<file path="src/rtl/bias_seq.sv">
module bias_seq #(
  parameter int AW = 8,
  parameter int DW = 32,
  parameter int OPP_W = 2,
  parameter int OPP_FAST = 1,
  parameter int OPP_SLOW = 2,
  parameter int CNT_W = 8,
  parameter int CNT_LSB = 8,
  parameter int EN_BIT = 0,
  parameter int RBB_BIT = 1,
  parameter int FBB_BIT = 2,
  parameter int REQ_BIT = 2,
  parameter int SLOW_SEL_BIT = 3,
  parameter int FAST_SEL_BIT = 4,
  parameter int DONE_BIT = 7,
  parameter int TIMEOUT = 1000
) (
  input  logic             clk,
  input  logic             rst_n,
  input  logic             start,
  input  logic [OPP_W-1:0] opp_code,
  input  logic             preset_en,
  input  logic             preset_ok,
  input  logic [CNT_W-1:0] settle_cnt,
  input  logic [AW-1:0]    setup_addr,
  input  logic [AW-1:0]    ctrl_addr,
  input  logic [AW-1:0]    stat_addr,
  output logic             wr_en,
  output logic [AW-1:0]    wr_addr,
  output logic [DW-1:0]    wr_data,
  output logic [AW-1:0]    rd_addr,
  input  logic [DW-1:0]    rd_data,
  output logic             busy,
  output logic             done,
  output logic             skipped,
  output logic             timeout_err
);
  localparam int TW = $clog2(TIMEOUT + 1);
  localparam logic [DW-1:0] DONE_MASK = DW'(1) << DONE_BIT;

  typedef enum logic [3:0] {
    IDLE, CLR_SETUP, CLR_CTRL, WR_CNT, CLR_ST1, WR_TYPE, WR_REQ, POLL, CLR_ST2
  } st_t;

  st_t st;
  logic [DW-1:0] setup_sh, ctrl_sh;
  logic [CNT_W-1:0] cnt_q;
  logic fast_q;
  logic [TW-1:0] tmo;

  wire is_fast = opp_code == OPP_W'(OPP_FAST);
  wire is_slow = opp_code == OPP_W'(OPP_SLOW);
  wire reject = setup_addr == '0 || ctrl_addr == '0 || stat_addr == '0 ||
                !(is_fast || is_slow) || (preset_en && !preset_ok);

  wire [DW-1:0] type_bits = fast_q ? (DW'(1) << FBB_BIT) : (DW'(1) << RBB_BIT);
  wire [DW-1:0] sel_bits  = fast_q ? (DW'(1) << FAST_SEL_BIT) : (DW'(1) << SLOW_SEL_BIT);

  assign busy    = st != IDLE;
  assign rd_addr = (st == POLL) ? stat_addr : '0;
  assign wr_en   = busy && st != POLL;

  always_comb begin
    wr_addr = '0;
    wr_data = '0;
    case (st)
      CLR_SETUP: wr_addr = setup_addr;
      CLR_CTRL:  wr_addr = ctrl_addr;
      WR_CNT:    begin wr_addr = setup_addr; wr_data = setup_sh | (DW'(cnt_q) << CNT_LSB); end
      CLR_ST1:   begin wr_addr = stat_addr;  wr_data = DONE_MASK; end
      WR_TYPE:   begin wr_addr = setup_addr; wr_data = setup_sh | type_bits | (DW'(1) << EN_BIT); end
      WR_REQ:    begin wr_addr = ctrl_addr;  wr_data = ctrl_sh | sel_bits | (DW'(1) << REQ_BIT); end
      CLR_ST2:   begin wr_addr = stat_addr;  wr_data = DONE_MASK; end
      default: ;
    endcase
  end

  always_ff @(posedge clk or negedge rst_n) begin
    if (!rst_n) begin
      st <= IDLE;
      setup_sh <= '0;
      ctrl_sh <= '0;
      cnt_q <= '0;
      fast_q <= 1'b0;
      tmo <= '0;
      done <= 1'b0;
      skipped <= 1'b0;
      timeout_err <= 1'b0;
    end else begin
      done <= 1'b0;
      skipped <= 1'b0;
      case (st)
        IDLE: if (start) begin
          timeout_err <= 1'b0;
          if (reject) skipped <= 1'b1;
          else begin
            st <= CLR_SETUP;
            fast_q <= is_fast;
            cnt_q <= settle_cnt;
          end
        end
        CLR_SETUP: begin setup_sh <= '0; st <= CLR_CTRL; end
        CLR_CTRL:  begin ctrl_sh <= '0;  st <= WR_CNT; end
        WR_CNT:    begin setup_sh <= wr_data; st <= CLR_ST1; end
        CLR_ST1:   st <= WR_TYPE;
        WR_TYPE:   begin setup_sh <= wr_data; st <= WR_REQ; end
        WR_REQ:    begin ctrl_sh <= wr_data; tmo <= '0; st <= POLL; end
        POLL: begin
          if (rd_data[DONE_BIT]) st <= CLR_ST2;
          else if (tmo == TW'(TIMEOUT - 1)) begin
            timeout_err <= 1'b1;
            st <= CLR_ST2;
          end else tmo <= tmo + 1'b1;
        end
        CLR_ST2: begin st <= IDLE; done <= 1'b1; end
        default: st <= IDLE;
      endcase
    end
  end

  AST_IDLE_NO_WRITE: assert property (@(posedge clk) disable iff (!rst_n) !busy |-> !wr_en);
  AST_SKIP_QUIET: assert property (@(posedge clk) disable iff (!rst_n) skipped |-> !busy && !wr_en);
  AST_FIRST_WRITE_ZERO: assert property (@(posedge clk) disable iff (!rst_n)
    $rose(busy) |-> wr_en && wr_addr == setup_addr && wr_data == '0);
  AST_TIMEOUT_FINISHES: assert property (@(posedge clk) disable iff (!rst_n) $rose(timeout_err) |=> done);
  AST_DONE_AFTER_CLEAR: assert property (@(posedge clk) disable iff (!rst_n)
    done |-> $past(wr_en && wr_addr == stat_addr && wr_data == DONE_MASK));
  AST_ONE_OUTCOME: assert property (@(posedge clk) disable iff (!rst_n) !(done && skipped));
endmodule

</file>
<file path="config.mk">
export PLATFORM = sky130hd
export DESIGN_NAME = bias_seq
export DESIGN_NICKNAME = d
export VERILOG_FILES = /design/src/rtl/bias_seq.sv
export SDC_FILE = /design/constraint.sdc
export NUM_CORES = 1
export LEC_CHECK = 0
export ABC_AREA = 1
export BUFFER_PORTS_ARGS = -buffer_cell sky130_fd_sc_hd__buf_2
export CELL_PAD_IN_SITES_DETAIL_PLACEMENT = 1
export CELL_PAD_IN_SITES_GLOBAL_PLACEMENT = 2
export CORE_MARGIN = 3
export CORE_UTILIZATION = 27
export CTS_CLUSTER_SIZE = 10
export DETAILED_ROUTE_END_ITERATION = 8
export PLACE_DENSITY = 0.86
export SLEW_MARGIN = 20
export SYNTH_ARGS = -nofsm -noshare
export SYNTH_HDL_FRONTEND = slang
export SYNTH_SLANG_ARGS = --single-unit
</file>
<file path="constraint.sdc">
create_clock -name clk -period 1.67 [get_ports clk]
set_input_delay 0.501 -clock clk [delete_from_list [all_inputs] [get_ports clk]]
set_output_delay 0.501 -clock clk [all_outputs]
set_load 0.01 [all_outputs]
</file>
==> parameters.txt <==
Parameter                              Value

Clock network
  Clock edge transition at the registers on the reported setup and hold paths    0.07 ns
  Clock buffer count from CTS    9
  Count of clock tree sinks    89
  Source-to-sink clock delay at the later pin of the worst-skew pair    0.34 ns
  Count of H-tree levels built during CTS    3
  CTS root buffer    clkbuf_16
  Buffers from clock root to sink, at most    2
  CTS tree    built

Route
  Detail Route Antenna Nets    0
  Total wirelength of the detailed-routed design    13,480 um
  Total DRC errors in the routed layout    0
  DRC violation total after the first TritonRoute iteration    103
  Average via count per standard cell    4.601
  Total iterations of the first detailed-routing run    4
  Routed via count    4,081
  Wirelength per Cell    15.20 um

Logic synthesis
  Dominant combinational cell family by area after synthesis    compound AO/OA/AOI/OAI gates
  Dominant cell type by area after synthesis    dfrtp_1
  Cell types with the largest area share after synthesis    dfrtp_1, inv_1, nand2_1
  Netlist Area Pre-Place    4329 um2
  Share of the synthesized netlist area taken by xor and xnor gates    0.8092%
  Register area share after synthesis    51.45%
  Compound-cell area share of the yosys netlist    18.29%
  Mux share of post-synthesis cell area    0%
  Fraction of the mapped netlist area in simple logic gates    16.13%
  Area share of the largest cell type after synthesis    51.45%
  Distinct cell type count of the synthesized netlist    30
  Share of synthesized cell area in full adder, half adder and majority cells    0.5780%
  Syn Area/Cell    8.199 um2
  Synthesized instance count    528
  Post-synthesis register bit count    89
  Yosys warning count    0
  Post-synthesis net count    601

Job
  Max-cap violations    0

Power
  Leakage power of the design    3.020 nW
  Max VDD drop    0.6716 mV
  Power per cell area    1587 nW/um2
  Total Power    0.009886 W

STA
  Total Negative Setup Slacks    -26.15 ns
  Worst path setup slack after routing    -0.5931 ns
  Shortest clock period the worst path allows after layout    2.263 ns
  Final setup skew    0.008763 ns
  Final hold violation count    0
  Final worst path period share    135.5%
  Slew @ Worst Pin    0.5209 ns
  RSZ-0062 raised after global routing    true
  Worst rel slew slack    64.90%
  Final-report setup violation count    70
  Maximum clock rate    441.9 MHz
  Slew Viols, Final    0

Layout
  Multi-input gate area    1909 um2
  Share of final-layout standard cells stronger than drive strength 1    39.64%
  Most frequent standard cell in the layout excluding fill and tap cells    inv_1
  Top library cells by usage in the layout, fill and taps aside    inv_1, buf_2, dfrtp_1
  # diodes    0
  P&R area growth vs syn    43.84%
  Final Instance Area    6227 um2
  Layout net count    744
  Combined flip-flop and latch cell area    2230 um2
  Final std cells w/o fill    887
  Fill cell total of the finished layout    1,897

Placed design
  Number of input and output port buffers inserted    92
  Placement-stage cell area    5375 um2
  Placer congestion estimate    0.8127
  Cell count after placement    852
  HPWL after detailed placement    8971 um

Critical path
  Data required time at the worst endpoint    1.17 ns
  Kind of end point of the critical path    output pin
  Worst Path Arrival    1.76 ns
  Kind of critical path    reg2out
  Maximum fanout count along the critical path    6
  CP startpoint kind    flip-flop

Run status
  Run status    complete, but fails checks
  Failing checks    setup timing

Global route
  All-layer global routing usage    15.30%
  Number of global-route vias before repair    4,498
  Number of antenna violations at the first check in global routing    0
  Pin count of the biggest net entering global routing    90
  Total congestion overflow    0
  First-pass GRT wire length    21,890 um

Die
  Initial core utilization    28.06%
  Boundary pin count    124
  Die area    17,590 um2
  Horizontal die dimension    132.6 um
  Number of standard-cell rows in the floorplan    45
  Core area    15,430 um2
  Die height    132.6 um

Hold path
  Min-Delay Path Class    in2async
[cells in the mapped netlist]
| master | number |
|---|---|
| a22oi_1 | 8 |
| nand2_2 | 5 |
| inv_1 | 110 |
| o21ai_1 | 7 |
| buf_1 | 2 |
| ha_1 | 2 |
| a21boi_0 | 1 |
| xor2_1 | 4 |
| o21bai_1 | 1 |
| nor2_8 | 1 |
| buf_6 | 3 |
| nand2_4 | 2 |
| buf_4 | 1 |
| o21ai_2 | 7 |
| o22ai_1 | 18 |
| buf_2 | 9 |
| nand3_4 | 1 |
| a21oi_1 | 53 |
| nor2_2 | 1 |
| o211ai_1 | 1 |
| nor3_1 | 1 |
| nand4_1 | 4 |
| clkbuf_1 | 5 |
| nor2_4 | 5 |
| o21ai_0 | 47 |
| nor2_1 | 50 |
| nand3_1 | 12 |
| inv_2 | 7 |
| dfrtp_1 | 89 |
| nand2_1 | 71 |
[logic make-up after synthesis]
kind of cell | after synthesis
buffers and inverters | 137
XOR/XNOR | 4
adder cells (fa/ha/maj) | 2
AND/OR/NAND/NOR | 153
AO/OA/AOI/OAI | 143
flip-flops | 89
[layer usage]
metal	global-route usage [%]	vias to the layer above	wire length (um)
met5	0	-	0
li1	-	1947	-
met4	4.099	0	241
met1	17.66	2030	5586
met3	4.106	25	535
met2	27.94	79	7120
[flip-flops by register name, summed over array words and instances (netlist names)]
signal	cells
ctrl_sh	31
timeout_err	1
setup_sh	32
cnt_q	8
fast_q	1
st	4
done	1
tmo	10
skipped	1
[critical path, stage by stage, from the launching register on]
cell	delay, ns
dfrtp_2	0.44
buf_6	0.13
nand2_4	0.07
nor2_4	0.06
nor2_4	0.26
inv_4	0.10
a21oi_2	0.13
o21ai_1	0.07
buf_2	0.15
[cell type report]
cell class,instances,area share (%)
repair inverters,1,0.1206
flip-flops and latches,89,35.80
inverters,117,7.334
multi-input cells,303,30.66
clock inverters,5,0.6028
repair buffers,150,17.18
clock buffers,11,4.059
well taps,211,4.240
[path summary, 6_finish.rpt]
path	end	startpoint	slack (ns)	cells past startpoint
worst max-delay path	wr_data[7]	st[0]	-0.59	8
worst min-delay path	tmo[2]	rst_n	0.19	2
worst max register to register	tmo[5]	st[2]	-0.08	12
worst min register to register	ctrl_sh[3]	ctrl_sh[3]	0.48	2
max in group asynchronous	ctrl_sh[28]	rst_n	1.07	2
min in group clk	cnt_q[2]	settle_cnt[2]	0.40	3
[metrics by stage]
stage / worst slack (ns) / hold slack, ns / utilization (%)
after global placement: -0.2434 / 0.4530 / 34.84
after CTS: -0.6106 / 0.2114 / 38.92
after floorplan: -0.06089 / 0.2054 / -
after global routing: -0.6862 / 0.2215 / 40.37
final: -0.5931 / 0.1913 / 40.37
after detailed placement: -0.2861 / 0.4671 / 34.84
[what timing repair did]
action / 4_1_cts / 5_1_grt
hold buffers: 0 / 0
setup buffers: 15 / 6
hold endpoints to repair: 0 / 0
gates resized for setup: 81 / 53
setup endpoints to repair: 96 / 135
pin swaps: 12 / 14
gates cloned: 2 / 1
[report_power, final]
group / leakage [nW] / switching (W) / internal [W]
clock: 0.138 / 0.000870 / 0.00110
combinational: 1.67 / 0.00307 / 0.00220
sequential: 1.21 / 0.000211 / 0.00244
Power figures use the tool's default switching activity.
